File: config.mk
export PLATFORM = sky130hd
export DESIGN_NAME = pwm_pol_fault_stage
export DESIGN_NICKNAME = d
export VERILOG_FILES = /design/src/rtl/pwm_stage_pkg.sv /design/src/rtl/pwm_rst_sync.sv /design/src/rtl/pwm_pol_regs.sv /design/src/rtl/pwm_pin_cell.sv /design/src/rtl/pwm_pol_fault_stage.sv
export SDC_FILE = /design/constraint.sdc
export NUM_CORES = 1
export LEC_CHECK = 0
export BUFFER_PORTS_ARGS = -buffer_cell sky130_fd_sc_hd__buf_2
export CORE_UTILIZATION = 33
export CTS_CLUSTER_DIAMETER = 30
export DETAILED_ROUTE_END_ITERATION = 7
export PLACE_DENSITY_LB_ADDON = 0.25
export SLEW_MARGIN = 0
export SYNTH_ARGS = -nofsm -noshare
export SYNTH_HDL_FRONTEND = slang
export SYNTH_SLANG_ARGS = --single-unit
File: constraint.sdc
create_clock -name clk -period 0.9 [get_ports clk]
set_input_delay 0.18 -clock clk [delete_from_list [all_inputs] [get_ports clk]]
set_output_delay 0.18 -clock clk [all_outputs]
set_load 0.01 [all_outputs]
File: src/rtl/pwm_stage_pkg.sv
package pwm_stage_pkg;
  localparam int unsigned CH_COUNT  = 8;
  localparam int unsigned BUS_DW    = 32;
  localparam int unsigned BUS_AW    = 8;
  localparam logic [7:0]  POL_OFFS  = 8'h10;
endpackage

File: src/rtl/pwm_rst_sync.sv
module pwm_rst_sync #(
  parameter int unsigned STAGES = 2
) (
  input  logic clk,
  input  logic rst_n,
  output logic rst_n_sync
);
  logic [STAGES-1:0] sync_q;
  logic [STAGES-1:0] sync_d;

  always_comb begin
    sync_d = {sync_q[STAGES-2:0], 1'b1};
  end

  always_ff @(posedge clk or negedge rst_n) begin
    if (!rst_n) sync_q <= '0;
    else        sync_q <= sync_d;
  end

  assign rst_n_sync = sync_q[STAGES-1];
endmodule

File: src/rtl/pwm_pol_regs.sv
module pwm_pol_regs #(
  parameter int unsigned NCH = 8,
  parameter int unsigned DW  = 32,
  parameter int unsigned AW  = 8,
  parameter logic [AW-1:0] POL_ADDR = 8'h10
) (
  input  logic          clk,
  input  logic          rst_n,
  input  logic          we,
  input  logic [AW-1:0] addr,
  input  logic [DW-1:0] wdata,
  input  logic          prot_off,
  output logic [DW-1:0] rdata,
  output logic [NCH-1:0] pol
);
  localparam int unsigned PAD_W = DW - NCH;

  logic           addr_hit;
  logic           wr_en;
  logic [NCH-1:0] pol_q;
  logic [NCH-1:0] pol_d;

  assign addr_hit = (addr == POL_ADDR);
  assign wr_en    = we & addr_hit & prot_off;

  always_comb begin
    pol_d = pol_q;
    if (wr_en) pol_d = wdata[NCH-1:0];
  end

  always_ff @(posedge clk or negedge rst_n) begin
    if (!rst_n) pol_q <= '0;
    else        pol_q <= pol_d;
  end

  always_comb begin
    rdata = '0;
    if (addr_hit) rdata = {{PAD_W{1'b0}}, pol_q};
  end

  assign pol = pol_q;

  // a write while protected leaves the bits untouched
  assert_wp_block_R3: assert property (@(posedge clk) disable iff (!rst_n)
    (we && !prot_off) |=> $stable(pol_q));

  // reserved read bits stay zero
  assert_rsvd_zero_R2: assert property (@(posedge clk) disable iff (!rst_n)
    rdata[DW-1:NCH] == '0);
endmodule

File: src/rtl/pwm_pin_cell.sv
module pwm_pin_cell (
  input  logic clk,
  input  logic rst_n,
  input  logic raw,
  input  logic pol,
  input  logic force_safe,
  output logic pin
);
  logic pin_q;
  logic pin_d;

  always_comb begin
    if (force_safe) pin_d = pol;
    else            pin_d = raw ^ pol;
  end

  always_ff @(posedge clk or negedge rst_n) begin
    if (!rst_n) pin_q <= 1'b0;
    else        pin_q <= pin_d;
  end

  assign pin = pin_q;
endmodule

File: src/rtl/pwm_pol_fault_stage.sv
module pwm_pol_fault_stage
  import pwm_stage_pkg::*;
#(
  parameter int unsigned NCH = CH_COUNT,
  parameter int unsigned DW  = BUS_DW,
  parameter int unsigned AW  = BUS_AW,
  parameter logic [AW-1:0] POL_ADDR = POL_OFFS
) (
  input  logic           clk,
  input  logic           rst_n,
  input  logic           bus_we,
  input  logic [AW-1:0]  bus_addr,
  input  logic [DW-1:0]  bus_wdata,
  output logic [DW-1:0]  bus_rdata,
  input  logic           prot_off,
  input  logic [NCH-1:0] chan_raw,
  input  logic           flt_en,
  input  logic           flt_in,
  output logic [NCH-1:0] pin_out
);
  logic           rst_n_s;
  logic [NCH-1:0] pol;
  logic           fault_act;

  pwm_rst_sync #(.STAGES(2)) u_rst (
    .clk        (clk),
    .rst_n      (rst_n),
    .rst_n_sync (rst_n_s)
  );

  pwm_pol_regs #(.NCH(NCH), .DW(DW), .AW(AW), .POL_ADDR(POL_ADDR)) u_regs (
    .clk      (clk),
    .rst_n    (rst_n_s),
    .we       (bus_we),
    .addr     (bus_addr),
    .wdata    (bus_wdata),
    .prot_off (prot_off),
    .rdata    (bus_rdata),
    .pol      (pol)
  );

  assign fault_act = flt_en & flt_in;

  for (genvar gi = 0; gi < NCH; gi++) begin : g_ch
    pwm_pin_cell u_cell (
      .clk        (clk),
      .rst_n      (rst_n_s),
      .raw        (chan_raw[gi]),
      .pol        (pol[gi]),
      .force_safe (fault_act),
      .pin        (pin_out[gi])
    );
  end

  // an active fault drives every pin to its polarity bit
  assert_fault_safe_R5: assert property (@(posedge clk) disable iff (!rst_n_s)
    (flt_en && flt_in) |=> (pin_out == $past(pol)));

  // no fault, so pins follow raw XOR polarity one clock later
  assert_xor_path_R4: assert property (@(posedge clk) disable iff (!rst_n_s)
    !(flt_en && flt_in) |=> (pin_out == $past(chan_raw ^ pol)));

  // a fault with fault control off has no effect
  assert_fault_gate_R6: assert property (@(posedge clk) disable iff (!rst_n_s)
    (flt_in && !flt_en) |=> (pin_out == $past(chan_raw ^ pol)));
endmodule

==> flow_summary.toml <==
[setup_path]
reg2regPathDepth = 1
critPathRequiredTime_ns = 0.72
worstSetupPathType = "input port to output port"
crit_fanout = 8
critPathCaptureType = "output port"
critPathLaunchType = "input port"
arrival_ns = 1.02

[die]
start_util_pct = 34.67
dieArea_sq_mm = 0.003438
core_sq_mm = 0.003053
rows = 20
die_x_um = 58.64
die_h_um = 58.64
ios = 94

[sta]
fin_setup_tns_ns = -4.960
hold_violations = 0
hold_ws_ns = 0.1195
fin_crit_sh_pct = 133.6
clock_skew_ns = 0.0006700
drv_slew = 0
fin_ws_ns = -0.3028
setup_viol = 24
max_freq_ghz = 0.8314
period_minus_slack_ns = 1.203
rsz0062_at_grt = "yes"

[detailed_routing]
met2_length_um = 880
top_layer = "met3"
avgViaCountPerCell = 3.719
routedWlPerCell_um = 9.405
ant_nets = 0
dr_total_vias = 688
drc = 0
drtIter0Drc = 5
dr_wl_met3_um = 122
met1_length_um = 738
drt_first_pass_iters = 2
drt-total-wl_um = 1740

[clocking]
cts_tree = "built"
numCtsBuffers = 3
clk_pin_slew_ns = 0.10
clock_sinks = 18
clkLatencyLatePin_ns = 0.28
cts.path.max_buffers = 2
cts_root_buf = "clkbuf_4"
h-tree-depth = 1

[logic_synthesis]
synth_area_sq_mm = 0.001059
synthCells = 89
synth-seq-area-share_pct = 42.55
yosysWarnings = 0
syn_area_per_cell_sq_um = 11.89
yosysUniqueCellTypes = 11
ys_ff_latch = 18

[placement]
dp_hpwl_um = 1387
place_ws_ns = -0.4848
io_buffers = 45
dpl.cell_count = 179
routabilityCongestion = 0.6580

[grt]
track_usage_pct = 10.93
grt_pass1_wl_um = 2829
grt_pass1_vias = 681
antenna_found_initial = 0
grt-ovfl-total = 0
grt_max_degree = 17

[flow_run]
max_cap_viol_count = 0

[power]
power.density_mw_per_mm2 = 1143
peakVddDrop_mv = 0.4068
power_mw = 1.616
power_leakage_nw = 0.7491

[worst_hold_path]
min_path_cells = 2
hold_class = "input port to flop"

[outcome]
violations = "negative setup slack"
status = "finished with violations"

[cells_and_area]
drive_above_1_share_pct = 56.74
num_antenna_cells = 0
area_delta_synth_final_pct = 33.57
nets = 196
finalNonFillerCells = 185
-- worst max-delay path, stage by stage --
cell and delay, ns:
buf_6 0.09, nor4_4 0.30, buf_6 0.17, and3_4 0.18, buf_6 0.10
-- cell usage after synthesis --
library cell,count,area share [%]
buf_12,1,1.9
conb_1,2,0.71
buf_4,32,23
mux2_4,8,11
nor4_4,1,2.0
and4_4,1,1.1
nor4b_4,1,2.2
xnor2_1,8,6.6
dfrtp_1,18,43
and3_2,8,5.7
nand2_1,9,3.2
-- where the power goes --
group          internal, mW  switching (mW)  total, mW
combinational         0.137           0.142      0.279
sequential            0.844          0.0141      0.859
clock                 0.246           0.233      0.479
-- path summary, 6_finish.rpt --
path	startpoint	to	slack, ns
worst min register to register	u_rst.sync_q[1]	g_ch[4].u_cell.pin	0.19
worst max register to register	u_regs.pol[0]	u_regs.pol[0]	0.11
worst max-delay path	bus_addr[6]	bus_rdata[2]	-0.30
min in group asynchronous	u_rst.sync_q[1]	g_ch[4].u_cell.pin	0.19
worst min-delay path	bus_wdata[0]	u_regs.pol[0]	0.12
max in group asynchronous	u_rst.sync_q[1]	u_regs.pol[6]	0.54
-- placed cells by master, fill, tap and decap left out, types with 3 or more instances in the layout --
cell type / instances
and3_4: 8
buf_2: 33
buf_4: 10
buf_6: 14
clkbuf_4: 3
conb_1: 25
dfrtp_1: 18
mux2_4: 8
nand2_1: 9
xnor2_1: 8
-- registers in the layout, summed over array words and instances, names as in the netlist --
signal and cells:
u_regs.pol 8, g_ch.u_cell.pin 8, u_rst.sync_q 2
-- cell families (layout without fill, tap and decap cells) --
family | after synthesis | in the layout | share of synthesized area, %
buffers and inverters | 33 | 62 | 24.59
AND/OR/NAND/NOR | 20 | 20 | 14.18
flip-flops | 18 | 18 | 42.55
XOR/XNOR | 8 | 8 | 6.620
multiplexers | 8 | 8 | 11.35
other | 2 | 25 | 0.7095
-- layer usage --
metal / vias to the layer above / global-route usage, %
li1: 333 / -
met1: 313 / 13.61
met2: 42 / 18.06
met3: 0 / 1.758
met4: 0 / 6.122
met5: - / 0
-- stage by stage --
step	utilization [%]	instance area (sq um)
final	46.31	1414
after global routing	46.31	1414
after CTS	46.07	1406
after detailed placement	40.86	1247
after global placement	40.86	1247
after floorplan	-	1145
-- area by class of cell --
cell class / instances / area (sq um)
fill: 291 / 1639
multi-input combinational: 61 / 464.2
sequential: 18 / 450.4
timing repair buffer: 58 / 407.9
tap: 44 / 55.05
clock buffer: 4 / 36.28
-- timing repair --
item | 4_1_cts | 5_1_grt
hold endpoints to repair | 2 | 0
hold buffers | 1 | 0
endpoints found under the setup margin | 24 | 24
pin swaps | 9 | 3
gates resized for setup | 20 | 2
buffers inserted | 1 | 0
No activity file was read; power rests on OpenSTA's default activity.
